--- src/rtl/wkl_pkg.sv ---
package wkl_pkg;
  // write target selector
  typedef enum logic [1:0] {
    WKL_SEL_ENABLE   = 2'd0,
    WKL_SEL_POLARITY = 2'd1,
    WKL_SEL_RAW_CLR  = 2'd2,
    WKL_SEL_NONE     = 2'd3
  } wkl_sel_e;
endpackage

--- src/rtl/wkl_sync.sv ---
// Multi-stage synchronizer. No reset, so the chain keeps following the
// pins during reset and settles before reset is released.
module wkl_sync #(
  parameter int W      = 32,
  parameter int STAGES = 2
) (
  input  logic         clk,
  input  logic [W-1:0] d,
  output logic [W-1:0] q
);
  logic [W-1:0] stage_q [STAGES];

  always_ff @(posedge clk) stage_q[0] <= d;

  for (genvar i = 1; i < STAGES; i++) begin : g_stage
    always_ff @(posedge clk) stage_q[i] <= stage_q[i-1];
  end

  assign q = stage_q[STAGES-1];
endmodule

--- src/rtl/wkl_edge.sv ---
// Per-bit transition detector with a selectable direction.
module wkl_edge #(
  parameter int W = 32
) (
  input  logic         clk,
  input  logic [W-1:0] cur,
  input  logic [W-1:0] pol,
  output logic [W-1:0] hit
);
  logic [W-1:0] prev_q;

  always_ff @(posedge clk) prev_q <= cur;

  always_comb begin
    hit = (pol & cur & ~prev_q) | (~pol & ~cur & prev_q);
  end
endmodule

--- src/rtl/wkl_cfg.sv ---
// Enable and polarity registers.
module wkl_cfg
  import wkl_pkg::*;
#(
  parameter int          W         = 32,
  parameter logic [W-1:0] POL_RESET = '0
) (
  input  logic         clk,
  input  logic         rst,
  input  logic         wr_en,
  input  logic [1:0]   wr_sel,
  input  logic [W-1:0] wr_data,
  output logic [W-1:0] en_q,
  output logic [W-1:0] en_nxt,
  output logic [W-1:0] pol_q
);
  logic [W-1:0] pol_nxt;

  always_comb begin
    en_nxt  = en_q;
    pol_nxt = pol_q;
    if (wr_en) begin
      case (wkl_sel_e'(wr_sel))
        WKL_SEL_ENABLE:   en_nxt  = wr_data;
        WKL_SEL_POLARITY: pol_nxt = wr_data;
        default: ;
      endcase
    end
  end

  always_ff @(posedge clk) begin
    if (rst) begin
      en_q  <= '0;
      pol_q <= POL_RESET;
    end else begin
      en_q  <= en_nxt;
      pol_q <= pol_nxt;
    end
  end
endmodule

--- src/rtl/wkl_status.sv ---
// Raw event latch (set wins over clear), masked copy and wake flag.
module wkl_status #(
  parameter int W = 32
) (
  input  logic         clk,
  input  logic         rst,
  input  logic [W-1:0] hit,
  input  logic [W-1:0] clr,
  input  logic [W-1:0] en_nxt,
  output logic [W-1:0] raw_q,
  output logic [W-1:0] masked_q,
  output logic         wake_q
);
  logic [W-1:0] raw_nxt;
  logic [W-1:0] masked_nxt;

  always_comb begin
    raw_nxt    = (raw_q & ~clr) | hit;
    masked_nxt = raw_nxt & en_nxt;
  end

  always_ff @(posedge clk) begin
    if (rst) begin
      raw_q    <= '0;
      masked_q <= '0;
      wake_q   <= 1'b0;
    end else begin
      raw_q    <= raw_nxt;
      masked_q <= masked_nxt;
      wake_q   <= |masked_nxt;
    end
  end
endmodule

--- src/rtl/wake_event_latch.sv ---
module wake_event_latch
  import wkl_pkg::*;
#(
  parameter int                 NUM_SRC     = 32,
  parameter int                 SYNC_STAGES = 2,
  parameter logic [NUM_SRC-1:0] POL_RESET   = '0
) (
  input  logic               clk,
  input  logic               rst,
  input  logic [NUM_SRC-1:0] src_in,
  input  logic               wr_en,
  input  logic [1:0]         wr_sel,
  input  logic [NUM_SRC-1:0] wr_data,
  output logic [NUM_SRC-1:0] enable,
  output logic [NUM_SRC-1:0] polarity,
  output logic [NUM_SRC-1:0] raw_status,
  output logic [NUM_SRC-1:0] masked_status,
  output logic               wake
);
  localparam int W = NUM_SRC;

  logic [W-1:0] sync_vec;
  logic [W-1:0] edge_vec;
  logic [W-1:0] clr_vec;
  logic [W-1:0] en_nxt;

  assign clr_vec = (wr_en && wkl_sel_e'(wr_sel) == WKL_SEL_RAW_CLR) ? wr_data : '0;

  wkl_sync #(.W(W), .STAGES(SYNC_STAGES)) u_sync (
    .clk (clk),
    .d   (src_in),
    .q   (sync_vec)
  );

  wkl_edge #(.W(W)) u_edge (
    .clk (clk),
    .cur (sync_vec),
    .pol (polarity),
    .hit (edge_vec)
  );

  wkl_cfg #(.W(W), .POL_RESET(POL_RESET)) u_cfg (
    .clk     (clk),
    .rst     (rst),
    .wr_en   (wr_en),
    .wr_sel  (wr_sel),
    .wr_data (wr_data),
    .en_q    (enable),
    .en_nxt  (en_nxt),
    .pol_q   (polarity)
  );

  wkl_status #(.W(W)) u_status (
    .clk      (clk),
    .rst      (rst),
    .hit      (edge_vec),
    .clr      (clr_vec),
    .en_nxt   (en_nxt),
    .raw_q    (raw_status),
    .masked_q (masked_status),
    .wake_q   (wake)
  );
endmodule

--- config.mk ---
export PLATFORM = sky130hd
export DESIGN_NAME = wake_event_latch
export DESIGN_NICKNAME = d
export VERILOG_FILES = /design/src/rtl/wkl_pkg.sv /design/src/rtl/wkl_sync.sv /design/src/rtl/wkl_edge.sv /design/src/rtl/wkl_cfg.sv /design/src/rtl/wkl_status.sv /design/src/rtl/wake_event_latch.sv
export SDC_FILE = /design/constraint.sdc
export NUM_CORES = 1
export LEC_CHECK = 0
export CAP_MARGIN = 20
export CORE_UTILIZATION = 50
export DETAILED_ROUTE_END_ITERATION = 8
export DONT_BUFFER_PORTS = 1
export PLACE_DENSITY = 0.64
export SLEW_MARGIN = 5
export SYNTH_ARGS = -nofsm -noshare
export SYNTH_HDL_FRONTEND = slang
export SYNTH_SLANG_ARGS = --single-unit
export TNS_END_PERCENT = 100
--- constraint.sdc ---
create_clock -name clk -period 4.8 [get_ports clk]
set_input_delay 0.96 -clock clk [delete_from_list [all_inputs] [get_ports clk]]
set_output_delay 0.96 -clock clk [all_outputs]
set_load 0.03 [all_outputs]
==> metrics.md, run 1 <==
| Metric | Value |
|---|---|
| Startpoint Class | `primary input` |
| Num CTS Buffers | `22` |
| Sinks on Clock Net | `225` |
| DRC | `0` |
| Antenna diodes | `0` |
| Max Slew Vio Count | `0` |
| Cell Area, Placed | `7056 um2` |
| Post-route ant nets | `0` |
| Peak Freq | `447.3 MHz` |
| Post-CTS sizing | `0` |
| Power per cell area | `around 520 nW/um2` |
| Cells on worst reg2reg path | `5` |
| Skew-Pair Late Insertion Delay | `0.49 ns` |
| Hold path depth | `0` |
| EDFF count, synth | `0` |
| CP endpoint kind | `flop` |
| DIE AREA | `about 15000 um2` |
| Leak pwr | `3.038 nW` |
| Final hold vios | `0` |
| Synth Instances | `637` |
| CTS clock-pin slew for the worst setup and hold paths | `0.06 ns` |
| Main synth FF type | `dfxtp_1` |
| Grt ovf | `0` |
| Mapped Area | `about 7000 um2` |
| Vias per cell | `5.793` |
| Sequential element share of the synthesized area | `0.6406` |
| Mapped Nets | `706` |
| Final setup fails | `0` |
| CP Data Required Time | `5.14 ns` |
| Starting DRT DRC Count | `301` |
| Total Wirelength | `16890 um` |
| Die width | `120.6 um` |
| Setup Buffers After CTS | `0` |
| Layout cells sized above 1 | `0.07919` |
| Antenna violations before repair | `0` |
| Standard-cell rows | `42` |
| Final nets | `697` |
| Placer Congestion | `0.8049` |
| Final Cycle Share | `0.4658` |
| Cell family with most CP delay | `simple AND/OR/NAND/NOR gates` |
| #FFs+latches synth | `225` |
| Max Cap Viol | `0` |
| Die H | `120.6 um` |
| Largest net degree at the start of global routing | `130` |
| First-pass GRT wire length | `25720 um` |
| Slew HR | `0.4735` |
| Skew final | `0.01319 ns` |
| I/O pin count | `about 200` |
| Dpl hpwl | `approximately 11000 um` |
| # H-tree levels | `1` |
| Total iterations of the first detailed-routing run | `5` |
| Syn Area/Cell | `between 10 and 15 um2` |
| Hold Crit Class | `reg -> reg` |
| Port bufs | `0` |
| Area of the core | `13450 um2` |
| Fin crit period | `approximately 2.2 ns` |
| Setup TNS | `0 ns` |
| Status | `finished clean` |
| Ys Warns | `0` |
| CP max-delay cell | `nor4_1` |
| RSZ-0062 raised after global routing | `no` |
| Area Overhead vs Synth | `12.12%` |
| GRT Total Usage | `0.2299` |
| Vias in the first global route | `4666` |
| CP Data Arrival Time | `2.57 ns` |
| Synth cell types | `22` |
| Post-synth ARST share | `0` |
| Initial Utilization | `0.5227` |
| Routed via count | `4750` |
| Worst Path Buf+Inv | `1` |
| Largest stage delay, worst path | `0.43 ns` |
| CTS tree | `yes` |
| Peak supply drop | `roughly 0.46 mV` |
| CTS max path bufs | `3` |
| Least-Margin Pin Slew | `0.7898 ns` |
| Root Driver | `clkbuf_16` |
| Crit path max fanout | `35` |
| CP Depth | `6` |
| Ordered cell list for the critical path | `nor3b_4, buf_4, mux2i_1, o22ai_1, nor4_1, a41oi_1` |
| Hold buffer count at CTS | `0` |
| Fin area | `7884 um2` |
| Crit Path Class | `in -> reg` |
| Avg WL per Cell | `20.60 um` |
## worst paths after layout
| path | from | end | slack, ns |
|---|---|---|---|
| worst max register to register | u_cfg.pol_q[9]$_SDFFE_PP0P_ | u_status.wake_q$_SDFF_PP0_ | 2.76 |
| worst min-delay path | u_sync.stage_q[0][27]$_DFF_P_ | u_sync.stage_q[0][59]$_DFF_P_ | 0.33 |
| worst min register to register | u_sync.stage_q[0][27]$_DFF_P_ | u_sync.stage_q[0][59]$_DFF_P_ | 0.33 |
| worst max-delay path | wr_en | u_status.wake_q$_SDFF_PP0_ | 2.56 |
## kinds of logic after synthesis
logic type,after synthesis,share of synthesized area
AND/OR/NAND/NOR,263,0.1977
flip-flops,225,0.6406
AO/OA/AOI/OAI,81,0.08345
buffers and inverters,36,0.03221
multiplexers,32,0.04609
## cell usage after synthesis, drive strengths merged (16+ instances only)
cell type | count | area, um2
dfxtp | 225 | 4504
nor2 | 96 | 360.4
nand2 | 64 | 240.2
and3b | 33 | 289.0
a21oi | 32 | 160.2
a221oi | 32 | 317.8
mux2i | 32 | 324.1
nand4b | 32 | 295.3
nor3 | 32 | 160.2
clkbuf | 19 | 71.32
buf | 17 | 155.1
o22ai | 16 | 100.1
## worst register-to-register path, delay by kind of cell, from the launching register on
kind | cells | cell delay [ns]
AOI/OAI and AO/OA | 3 | 0.97
DFF | 1 | 0.56
and+or+nand+nor | 2 | 0.37
## stage by stage
stage	power (mW)	hold WS, ns	setup slack [ns]	cells	util
4_1_cts	4.169	0.3267	2.560	820	0.5860
5_1_grt	4.285	0.3304	2.409	820	0.5860
3_3_place_gp	2.286	0.3099	2.089	780	0.5245
3_5_place_dp	2.295	0.3121	2.076	780	0.5245
2_1_floorplan	2.270	0.3096	2.358	637	-
6_report	4.134	0.3264	2.564	820	0.5860
## cell usage in the layout (no fill, tap or decap), drive strengths merged, types with 2 or more instances in the layout
cell type / count
a21oi: 32
a221oi: 32
and3b: 33
buf: 3
bufinv: 4
clkbuf: 32
clkinv: 2
clkinvlp: 2
dfxtp: 225
mux2i: 32
nand2: 64
nand4b: 32
nor2: 96
nor3: 32
nor4: 4
o22ai: 16
## power by group
group	leakage, nW	switching, mW	internal [mW]
sequential	1.86	0.147	1.96
combinational	0.775	0.0833	0.0658
clock	0.401	0.682	1.20
## per-layer routing
metal  up-vias  global-route usage  share of wire
met4         0             0.08873          0.030
met1      2281              0.2785           0.40
met5         -                   0              0
met3        37             0.08491           0.10
met2       196              0.3714           0.47
li1       2236                   -              -
## flip-flops by register name, summed over array words and instances (netlist names)
| name | flops |
|---|---|
| u_cfg.pol_q | 32 |
| u_sync.stage_q | 64 |
| u_cfg.en_q | 32 |
| u_status.masked_q | 32 |
| u_status.raw_q | 32 |
| u_status.wake_q | 1 |
| u_edge.prev_q | 32 |
## layout make-up
cell class              instances  area (um2)
fillers                      1129        5569
well taps                     176       220.2
clock inverters                 8       148.9
clock buffers                  32       679.4
multi-input cells             376        2308
repair buffers                  3       22.52
flip-flops and latches        225        4504
Power figures use the tool's default switching activity.
==> run 2, diff against run 1 <==
--- a/config.mk
+++ b/config.mk
@@ -5,11 +5,12 @@
 export SDC_FILE = /design/constraint.sdc
 export NUM_CORES = 1
 export LEC_CHECK = 0
+export ABC_AREA = 1
 export CAP_MARGIN = 20
 export CORE_UTILIZATION = 50
 export DETAILED_ROUTE_END_ITERATION = 8
 export DONT_BUFFER_PORTS = 1
-export PLACE_DENSITY = 0.64
+export PLACE_DENSITY = 0.67
 export SLEW_MARGIN = 5
 export SYNTH_ARGS = -nofsm -noshare
 export SYNTH_HDL_FRONTEND = slang
==> constraint.sdc (replaced) <==
create_clock -name clk -period 1.8 [get_ports clk]
set_input_delay 0.36 -clock clk [delete_from_list [all_inputs] [get_ports clk]]
set_output_delay 0.36 -clock clk [all_outputs]
set_load 0.03 [all_outputs]
==> run 2 against run 1 <==
Compared with the run above: critical path depth increased by 3; highest routed layer unchanged; critical path type unchanged; count of clock-buffer cells in the layout increased by 1; register-to-register slack worse by 2.6 ns; die area up 4.8%; global-route usage is 0.56 points higher; largest cell class unchanged; sequential power grew to 2.6 times the previous value; utilization rose by 7.1 points; combinational power rose to 5.3 times the previous value; synthesized cell count up 39%.
==> metrics.md, run 2 <==
| Metric | Value |
|---|---|
| Top cells by area, synth | `dfxtp_1 61%, nand2_1 12%, nor2_1 4.8%, a21oi_1 4.8%, inv_1 4.6%` |
| #FFs+latches synth | `about 230` |
| Peak supply drop | `1.025 mV` |
| Most frequent cells in the layout | `242 x nand2_1, 225 x dfxtp_1, 95 x nor2_1` |
| Ys Warns | `0` |
| Sequential element share of the synthesized area | `0.6110` |
| Syn Area/Cell | `around 8.3 um2` |
| Final hold vios | `0` |
| Layout cells sized above 1 | `0.09135` |
| Initial Utilization | `0.5092` |
| Synth top area share | `0.6110` |
| Final Cycle Share | `0.9274` |
| Final setup fails | `0` |
| Flip-flop count of the largest register after layout | `64` |
| Adder-Cell Fraction of Synth Area | `0` |
| Hold Crit Class | `in -> reg` |
| Fin crit period | `1.669 ns` |
| GRT Total Usage | `0.2356` |
| Routed via count | `~6000` |
| CTS clock-pin slew for the worst setup and hold paths | `0.06 ns` |
| Port bufs | `0` |
| Post-Place Cells | `between 1000 and 1500` |
| Total power | `11.09 mW` |
| Avg WL per Cell | `14.86 um` |
| RSZ-0062 raised after global routing | `no` |
| Die width | `123.4 um` |
| Crit Path Class | `in -> reg` |
| # H-tree levels | `1` |
| Leak pwr | `~4.5 nW` |
| CP Data Required Time | `2.24 ns` |
| Starting DRT DRC Count | `288` |
| Largest net degree at the start of global routing | `77` |
| Main combinational cell family by area after synthesis | `simple AND/OR/NAND/NOR gates` |
| Post-CTS sizing | `0` |
| Die H | `123.4 um` |
| Worst hold slack | `0.02954 ns` |
| Total iterations of the first detailed-routing run | `4` |
| Root Driver | `clkbuf_16` |
| Post-synth ARST share | `0` |
| Post-route ant nets | `0` |
| Max Cap Viol | `0` |
| Final nets | `1084` |
| Mapped Nets | `956` |
| Post-synthesis xor/xnor area fraction | `0` |
| Post-synthesis simple-gate area fraction | `0.2356` |
| Final worst setup slack | `0.1306 ns` |
| Synth Area in Compound Gates | `0.08316` |
| Setup TNS | `0 ns` |
| Skew-Pair Late Insertion Delay | `0.49 ns` |
| Peak Freq | `599.0 MHz` |
| Vias in the first global route | `5711` |
| Max Slew Vio Count | `0` |
| CP Data Arrival Time | `between 2 and 2.5 ns` |
| Dpl hpwl | `11540 um` |
| EDFF count, synth | `0` |
| Standard-cell rows | `between 40 and 50` |
| CTS tree | `yes` |
| Main synth FF type | `dfxtp_1` |
| Power per cell area | `1166 nW/um2` |
| Num CTS Buffers | `23` |
| Synth area leader | `dfxtp_1` |
| Post-placement worst setup slack | `0.03499 ns` |
| Layout Cells excl Fill | `1213` |
| Synth Instances | `887` |
| Least-Margin Pin Slew | `0.3949 ns` |
| Area of the core | `between 10000 and 15000 um2` |
| Total Wirelength | `about 18000 um` |
| Multiplexer area fraction after synthesis | `0` |
| First-pass GRT wire length | `between 20000 and 30000 um` |
| Area Overhead vs Synth | `29.01%` |
| I/O pin count | `198` |
| Vias per cell | `4.908` |
| Cell with the most instances after synthesis | `nand2_1` |
| Antenna violations before repair | `0` |
| Antenna diodes | `0` |
| Synth cell types | `19` |
| CTS max path bufs | `3` |
| DIE AREA | `15230 um2` |
| DRC | `0` |
| Mapped Area | `7372 um2` |
| Skew final | `0.009004 ns` |
| Sinks on Clock Net | `225` |
| Placer Congestion | `~0.8` |
| Most flops, register | `u_sync.stage_q` |
| Commonest non-fill, non-tap cell in the layout | `nand2_1` |
| Startpoint Class | `primary input` |
| Post-synth top cells | `244 x nand2_1, 225 x dfxtp_1, 95 x nor2_1` |
| Slew HR | `0.7364` |
| Grt ovf | `0` |
| Status | `finished clean` |
| CP endpoint kind | `flop` |
| Crit path max fanout | `28` |
run 2: routing by layer:
layer / global-route usage / wire (um) / share of wire / up-vias
li1: - / - / - / 3056
met2: 0.3956 / 8586 / 0.48 / 190
met5: 0 / 0 / 0 / -
met1: 0.2805 / 7344 / 0.41 / 2677
met3: 0.07887 / 1716 / 0.095 / 30
met4: 0.08133 / 373 / 0.021 / 0
run 2: power breakdown:
group          switching, mW  internal [mW]  total, mW
combinational          0.440          0.348      0.788
sequential             0.305           5.22       5.53
clock                   1.84           2.93       4.77
total                   2.58           8.50       11.1
run 2: logic make-up after synthesis:
family | after synthesis
compound gates | 117
flops | 225
buf+inv | 129
simple gates | 416
run 2: final cells by class:
cell class / instances / area, um2
fillers: 1197 / 4969
flip-flops and latches: 225 / 4504
clock inverters: 6 / 105.1
clock buffers: 33 / 653.1
well taps: 184 / 230.2
multi-input cells: 533 / 2355
inverters: 93 / 349.1
repair buffers: 139 / 1314
run 2: critical path, stage by stage:
cell,delay [ns]
inv_2,0.06
nor2_4,0.04
buf_4,0.20
buf_4,0.20
nand2_2,0.07
buf_4,0.33
nor2_1,0.09
a211oi_1,0.19
dlygate4sd3_1,0.57
run 2: final timing paths:
check        cells past startpoint                               end  slack, ns                           from
max                              9      u_cfg.pol_q[12]$_SDFFE_PP0P_       0.13                          wr_en
min                              2      u_cfg.pol_q[22]$_SDFFE_PP0P_       0.03                    wr_data[22]
max reg2reg                      8  u_status.masked_q[23]$_SDFF_PP0_       0.16   u_cfg.pol_q[23]$_SDFFE_PP0P_
min reg2reg                      0     u_sync.stage_q[0][50]$_DFF_P_       0.32  u_sync.stage_q[0][18]$_DFF_P_
run 2: per-stage QoR:
step	util	instance area [um2]
5_1_grt	0.6568	9510
2_1_floorplan	-	7372
4_1_cts	0.6568	9510
3_5_place_dp	0.5438	7874
3_3_place_gp	0.5438	7874
6_report	0.6568	9510
run 2: repair_timing:
action / in CTS / in global routing
setup buffers: 0 / 0
endpoints found under the setup margin: 0 / 0
endpoints found under the hold margin: 161 / 0
hold buffers: 86 / 0
